**src/rtl/wake_pkg.sv**
```systemverilog
package wake_pkg;
  localparam logic [31:0] BLOCK_WORD   = 32'h0000_2033;
  localparam logic [31:0] UNBLOCK_WORD = 32'h0010_2033;

  typedef enum logic {ST_RUN = 1'b0, ST_IDLE = 1'b1} wakeState_t;

  typedef struct packed {
    logic consume;
    logic bcast;
  } wakeStrobes_t;
endpackage

```
**src/rtl/wake_decode.sv**
```systemverilog
module wake_decode #(
  parameter int INSTR_W = 32,
  parameter bit EXT_EN  = 1'b1
) (
  input  logic               retireValid,
  input  logic [INSTR_W-1:0] retireWord,
  output logic               isBlock,
  output logic               isUnblock
);
  import wake_pkg::*;

  generate
    if (EXT_EN) begin : g_ext
      always_comb begin
        isBlock   = retireValid && (retireWord == INSTR_W'(BLOCK_WORD));
        isUnblock = retireValid && (retireWord == INSTR_W'(UNBLOCK_WORD));
      end
    end else begin : g_noext
      // extension absent: both encodings are ordinary no-ops
      logic unusedIn;
      assign unusedIn  = retireValid ^ (^retireWord);
      assign isBlock   = 1'b0;
      assign isUnblock = 1'b0;
    end
  endgenerate
endmodule

```
**src/rtl/wake_ctrl.sv**
```systemverilog
module wake_ctrl (
  input  logic                   clk,
  input  logic                   rstN,
  input  logic                   isBlock,
  input  logic                   isUnblock,
  input  logic                   irqPending,
  input  logic                   anyUnblock,
  input  logic                   pendingNow,
  output wake_pkg::wakeStrobes_t strobes,
  output logic                   stall
);
  import wake_pkg::*;

  wakeState_t stateQ, stateD;
  logic blockGo, unblockGo, wakeNow;

  always_comb begin
    blockGo   = isBlock   && (stateQ == ST_RUN);
    unblockGo = isUnblock && (stateQ == ST_RUN);
    wakeNow   = anyUnblock || irqPending;
    stateD    = stateQ;
    case (stateQ)
      ST_RUN:  if (blockGo && !pendingNow) stateD = ST_IDLE;
      ST_IDLE: if (wakeNow) stateD = ST_RUN;
      default: stateD = ST_RUN;
    endcase
    strobes.consume = (blockGo && pendingNow) || ((stateQ == ST_IDLE) && wakeNow);
    strobes.bcast   = unblockGo;
  end

  always_ff @(posedge clk or negedge rstN) begin
    if (!rstN) stateQ <= ST_RUN;
    else       stateQ <= stateD;
  end

  assign stall = (stateQ == ST_IDLE);

  assert_line_wake_R3: assert property (@(posedge clk) disable iff (!rstN)
    (stall && anyUnblock) |=> !stall);
  assert_irq_wake_R4: assert property (@(posedge clk) disable iff (!rstN)
    (stall && irqPending) |=> !stall);
  assert_stall_needs_block_R2: assert property (@(posedge clk) disable iff (!rstN)
    $rose(stall) |-> $past(isBlock));
  assert_no_sleep_when_pending_R6: assert property (@(posedge clk) disable iff (!rstN)
    (!stall && isBlock && pendingNow) |=> !stall);
endmodule

```
**src/rtl/wake_datapath.sv**
```systemverilog
module wake_datapath #(
  parameter int NUM_CORES = 4
) (
  input  logic                   clk,
  input  logic                   rstN,
  input  logic [NUM_CORES-1:0]   unblockLines,
  input  wake_pkg::wakeStrobes_t strobes,
  output logic                   anyUnblock,
  output logic                   pendingNow,
  output logic                   unblockBcast
);
  logic pendingQ, bcastQ;

  assign anyUnblock = |unblockLines;
  // same-cycle arrival counts as pending
  assign pendingNow = pendingQ || anyUnblock;

  always_ff @(posedge clk or negedge rstN) begin
    if (!rstN) begin
      pendingQ <= 1'b0;
      bcastQ   <= 1'b0;
    end else begin
      bcastQ <= strobes.bcast;
      if (strobes.consume) pendingQ <= 1'b0;
      else if (anyUnblock || strobes.bcast) pendingQ <= 1'b1;
    end
  end

  assign unblockBcast = bcastQ;

  assert_consume_clears_R8: assert property (@(posedge clk) disable iff (!rstN)
    strobes.consume |=> !pendingQ);
  assert_line_latched_R5: assert property (@(posedge clk) disable iff (!rstN)
    (anyUnblock && !strobes.consume) |=> pendingQ);
  assert_self_reflect_R7: assert property (@(posedge clk) disable iff (!rstN)
    strobes.bcast |=> (pendingQ && unblockBcast));
  assert_bcast_single_R7: assert property (@(posedge clk) disable iff (!rstN)
    !strobes.bcast |=> !unblockBcast);
endmodule

```
**src/rtl/core_wake_latch.sv**
```systemverilog
module core_wake_latch #(
  parameter int NUM_CORES = 4,
  parameter int INSTR_W   = 32,
  parameter bit EXT_EN    = 1'b1
) (
  input  logic                 clk,
  input  logic                 rstN,
  input  logic                 retireValid,
  input  logic [INSTR_W-1:0]   retireWord,
  input  logic                 irqPending,
  input  logic [NUM_CORES-1:0] unblockLines,
  output logic                 stall,
  output logic                 unblockBcast
);
  import wake_pkg::*;

  logic isBlock, isUnblock, anyUnblock, pendingNow;
  wakeStrobes_t strobes;

  wake_decode #(.INSTR_W(INSTR_W), .EXT_EN(EXT_EN)) u_decode (
    .retireValid(retireValid), .retireWord(retireWord),
    .isBlock(isBlock), .isUnblock(isUnblock)
  );

  wake_ctrl u_ctrl (
    .clk(clk), .rstN(rstN), .isBlock(isBlock), .isUnblock(isUnblock),
    .irqPending(irqPending), .anyUnblock(anyUnblock), .pendingNow(pendingNow),
    .strobes(strobes), .stall(stall)
  );

  wake_datapath #(.NUM_CORES(NUM_CORES)) u_dp (
    .clk(clk), .rstN(rstN), .unblockLines(unblockLines), .strobes(strobes),
    .anyUnblock(anyUnblock), .pendingNow(pendingNow), .unblockBcast(unblockBcast)
  );

  assert_parked_silent_R9: assert property (@(posedge clk) disable iff (!rstN)
    stall |=> !unblockBcast);
endmodule

```
**config.mk**
```make
export PLATFORM = sky130hd
export DESIGN_NAME = core_wake_latch
export DESIGN_NICKNAME = d
export VERILOG_FILES = /design/src/rtl/wake_pkg.sv /design/src/rtl/wake_decode.sv /design/src/rtl/wake_ctrl.sv /design/src/rtl/wake_datapath.sv /design/src/rtl/core_wake_latch.sv
export SDC_FILE = /design/constraint.sdc
export NUM_CORES = 1
export LEC_CHECK = 0
export ABC_AREA = 1
export BUFFER_PORTS_ARGS = -buffer_cell sky130_fd_sc_hd__buf_2
export CAP_MARGIN = 10
export CELL_PAD_IN_SITES_DETAIL_PLACEMENT = 0
export CELL_PAD_IN_SITES_GLOBAL_PLACEMENT = 1
export CORE_ASPECT_RATIO = 0.75
export CORE_MARGIN = 2
export CORE_UTILIZATION = 15
export DETAILED_ROUTE_END_ITERATION = 6
export PLACE_DENSITY = 0.83
export SLEW_MARGIN = 20
export SYNTH_ARGS = -nofsm -noshare
export SYNTH_HDL_FRONTEND = slang
export SYNTH_SLANG_ARGS = --single-unit
```
**constraint.sdc**
```tcl
create_clock -name clk -period 1.05 [get_ports clk]
set_input_delay 0 -clock clk [delete_from_list [all_inputs] [get_ports clk]]
set_output_delay 0 -clock clk [all_outputs]
set_load 0.02 [all_outputs]
```
Yosys cells after proc, flatten, opt, wreduce, memory -nomap -nowiden. Index checks and enable logic that the tools add are counted.

Register bits after elaboration: 3. Input bits: 40.

Reduce and logical (&&, ||, !) cells: 14. Bitwise gates (word level): 1. Multiplexer cells: 5. Equality and inequality tests: 2.

Operator list (count): $eq 32x14->1 const B (1); $eq 32x21->1 const B (1); $logic_and 1x1->1 (7); $logic_or 1x1->1 (4); $mux 1 (4); $reduce_or 4->1 (1); $pmux 1 s2 (1); $reduce_bool 2->1 (1); $logic_not 1->1 (1); $not 1->1 (1).

Logic depth before layout (Yosys ltp).
Depth in word-level cells: 6. Depth in mapped cells: 9. Depth with buffers taken out: 9.

By module. From an unflattened synthesis, not the netlist that was laid out.

Cells, all modules: 55. Area total of the unflattened synthesis: 296.5 µm².

Modules (own cells, without submodules): wake_decode (times used 1, cells each 33, area each 130.1 µm², sequential area each 0.0 µm²); wake_datapath (times used 1, cells each 9, area each 90.1 µm², sequential area each 50.0 µm²); wake_ctrl (times used 1, cells each 13, area each 76.3 µm², sequential area each 25.0 µm²).

Worst setup path after synthesis. Ideal clock, no wire load.

Path kind: register to register. Start: register u_ctrl.stateQ, in the netlist u_ctrl.stall. End: register u_dp.pendingQ. Cell stages (with the launch flop): 5. Arrival: 879 ps. Slack: 52 ps. Path buffers: 0. Path through: dfrtp_1 -> nor3_1 -> nand3_1 -> nand2_1 -> nor2_1.

Longest elaborated chain between the ends: 5. Elaborated cells on any way between the ends: 9. Classes of those cells: mux: 1; bitwise: 1; reduce/logical: 7.

Ends and longest elaborated chain: start: declaration (RTL line wake_ctrl.sv:14) `wakeState_t stateQ, stateD;`; start signal: assignment (RTL line wake_ctrl.sv:33) `else stateQ <= stateD;`; $not 1->1 (RTL line wake_ctrl.sv:18, wake_ctrl.sv:19); $logic_and 1x1->1 (RTL line wake_ctrl.sv:18) `blockGo = isBlock && (stateQ == ST_RUN);`; $logic_and 1x1->1 (RTL line wake_ctrl.sv:27) `strobes.consume = (blockGo && pendingNow) || ((stateQ == ST_IDLE) && wakeNow);`; $logic_or 1x1->1 (RTL line wake_ctrl.sv:27); $mux 1 / $reduce_bool 2->1 (equally long branches); end signal: assignment (RTL line wake_datapath.sv:20) `pendingQ <= 1'b0;`; end signal: assignment (RTL line wake_datapath.sv:24) `if (strobes.consume) pendingQ <= 1'b0;`; end signal: assignment (RTL line wake_datapath.sv:25) `else if (anyUnblock || strobes.bcast) pendingQ <= 1'b1;`; end: declaration (RTL line wake_datapath.sv:12) `logic pendingQ, bcastQ;`.

Several ways; a longest one is shown, not always the timed one. A chain may end at the register's enable or synchronous reset.

Final worst setup path. Same ends and word-level chain as after synthesis.

==> impl_metrics.csv <==
group,metric,value,unit
logic_synthesis,synthCells,56,
final_layout,antennaDiodeCount,0,
outcome,outcome,"completed",
cts,cts_tree,"yes",
floorplanning,die_h,42.6,µm
final_layout,fillers,209,
timing,skew,0.000347,ns
logic_synthesis,synthTopCellsByCount,"nor2_1 (21), nand2_1 (15), inv_1 (7)",
timing,setup_viol,0,
critical_path,r2r_cells,4,
grt,grt.total_usage,8.32,%
critical_path,cp-end-kind,"flop",
logic_synthesis,synth_top_area_cell,"nor2_1",
logic_synthesis,ys_ff_latch,3,
logic_synthesis,synth_warnings,0,
logic_synthesis,synthSimpleGateAreaFrac,61.3,%
logic_synthesis,netlist-cell-type-count,11,
power,power_leakage,0.000328,µW
critical_path,reg2reg_slack,0.12,ns
timing,slew_headroom,76.6,%
timing,min_period_over_period,88.9,%
final_layout,regArea,75.1,µm²
power,max-vdd-ir-drop,0.276,mV
cts,clock-sinks,3,
logic_synthesis,synthArstFlopShare,100,%
logic_synthesis,seq_area_frac_synth,25.2,%
floorplanning,core_area,0.00181,mm²
placement,hpwl,758,µm
logic_synthesis,syn_nets,96,
cts,clk_latency,0.23,ns
floorplanning,ios,42,
grt,grt_pass1_vias,422,
route,drt_iter0_markers,17,
power,total_power,423,µW
route,num_vias,481,
critical_path,crit_path_cell_trace,"nor3_2, nand3_1, nand2_1, nor2_1",
critical_path,r2r_end,"u_dp.pendingQ$_DFFE_PN0P_",
final_layout,fin_nets,143,
timing,hold_viol,0,
logic_synthesis,synth_most_common_cell,"nor2_1",
route,detail-route-antenna-nets,0,
logic_synthesis,synth_fa_ha_area_share,0,%
grt,grt_pass1_wl,1.51,mm
route,vias_per_cell,3.88,
timing,grt_setup_unrepaired,"false",
floorplanning,initial_core_util,16.5,%
critical_path,path_class,"flop to flop",
grt,antenna_found_initial,0,
timing,fin_crit,0.934,ns
critical_path,crit_arrival,1.05,ns
critical_path,cp.required,1.16,ns
logic_synthesis,yosys-top-cells-area,"nor2_1 (26%), dfrtp_1 (25%), nand2_1 (19%)",
final_layout,final_core_utilization,31.7,%
power,power_density,740,mW/mm²
run,drv_cap,0,
logic_synthesis,netlist.area_leader.share,26.5,%
placement,io_buffers,41,
route,drtPass1Iterations,4,
route,drc,0,
cts,postCtsSetupBuffers,0,
floorplanning,std_cell_rows,13,
critical_path,critPathTopFamily,"flip-flops",
critical_path,crit_path_top_delay_cell,"dfrtp_1",
critical_path,cp-start-kind,"flop",
critical_path,cp_slowest_stage_delay,0.42,ns
floorplanning,die_area,0.00236,mm²
final_layout,multi_input_area,201,µm²
hold_path,hp-start,"retireWord[20]",
cts,clk_pin_slew_worst_paths,0.04,ns
grt,grt-ovfl-total,0,
logic_synthesis,synth_top_family_by_area,"simple AND/OR/NAND/NOR gates",
final_layout,area_delta_synth_final,92.0,%
hold_path,worstHoldPathCells,3,
floorplanning,die_w,55.5,µm
cts,cts.htree.levels,1,
critical_path,worst-path-stages,4,
timing,final_max_slew_viol_count,0,
grt,grt_max_degree,6,
logic_synthesis,syn-mean-instance-area,5.32,µm²
logic_synthesis,synth-edff-count,0,
logic_synthesis,synth_xor_area_share,0,%
hold_path,hold_end,"u_dp.unblockBcast$_DFF_PN0_",
logic_synthesis,synth_area,298,µm²
route,wire_per_inst,6.88,µm
critical_path,path_max_fanout,5,
hold_path,hold_path_class,"primary input to flop",
timing,worst_pin_slew,0.347,ns
final_layout,drive_gt1_share,46.1,%
logic_synthesis,synth_compound_area_share,4.62,%
timing,tns,0,ns
critical_path,path_buf_inv,0,
cts,cts_buffers,3,
placement,gp_congestion,0.753,
cts,clockBufferDepth,2,
timing,fmax,1070,MHz
logic_synthesis,muxShareOfSynthArea,0,%
logic_synthesis,yosys_most_used_dff,"dfrtp_1",
cts,cts-root-buf,"clkbuf_4",
critical_path,timing.rr.start,"u_ctrl.stall$_DFF_PN0_",
route,totalWireLength,853,µm
tightest hold or removal path, delay by kind of cell:
family | cells | cell delay [ns]
AND/OR/NAND/NOR | 2 | 0.13
buffers and inverters | 1 | 0.11
power by group:
part	leakage, µW	internal [µW]	switching (µW)
sequential	0.0000367	116	0.00000000504
combinational	0.000276	66.7	38.9
clock	0.0000150	142	58.6
total	0.000328	325	97.5
layer usage:
metal | vias up | part of all wire [%] | wire length (µm) | track usage, %
li1 | 263 | - | - | -
met1 | 188 | 39 | 332 | 8.96
met2 | 28 | 47 | 400 | 12.9
met3 | 2 | 11 | 96 | 2.16
met4 | 0 | 2.7 | 23 | 8.78
met5 | - | 0 | 0 | 0
cells by family after synthesis:
kind of cell	Yosys count
AND/OR/NAND/NOR	44
buffers and inverters	7
flip-flops	3
AO/OA/AOI/OAI	2
placed cells by master, fill, tap and decap left out, drive strengths merged:
cell type,count
buf,41
nor2,22
nand2,15
inv,7
clkbuf,4
dfrtp,3
nand3b,2
nand3,2
nor3,2
nor4,1
o21ai,1
a21oi,1
dlygate4sd3,1
worst max-delay path by stage:
stage	from	end
finish	u_ctrl.stall$_DFF_PN0_	u_dp.pendingQ$_DFFE_PN0P_
global route	u_ctrl.stall$_DFF_PN0_	u_dp.unblockBcast$_DFF_PN0_
CTS	u_ctrl.stall$_DFF_PN0_	u_dp.pendingQ$_DFFE_PN0P_
detailed placement	u_ctrl.stall$_DFF_PN0_	u_dp.pendingQ$_DFFE_PN0P_
global placement	u_ctrl.stall$_DFF_PN0_	u_dp.pendingQ$_DFFE_PN0P_
floorplan	u_ctrl.stall$_DFF_PN0_	u_dp.pendingQ$_DFFE_PN0P_
repair_timing:
action | in CTS | in global routing
gates resized for setup | 0 | 1
hold endpoints to repair | 3 | 0
endpoints found under the setup margin | 0 | 1
hold buffers | 1 | 0
sequential cells by signal (all words and copies together) (netlist names):
name               cells
u_ctrl.stall           1
u_dp.pendingQ          1
u_dp.unblockBcast      1
per-stage QoR:
stage	hold WS [ns]	instances	area [µm²]	setup slack, ns
final	0.0542	124	572	0.116
after global routing	0.0759	124	572	0.0122
after CTS	0.0402	124	567	0.0650
after detailed placement	-0.203	119	531	0.0865
after global placement	-0.200	119	531	0.120
after floorplan	-0.296	56	298	0.0517
layout make-up:
class,instances,area share (%)
tap,22,4.81
inverter,7,4.60
timing repair buffer,42,37.6
clock buffer,4,4.60
multi-input combinational,46,35.2
sequential,3,13.1
No activity file was read; power rests on OpenSTA's default activity.
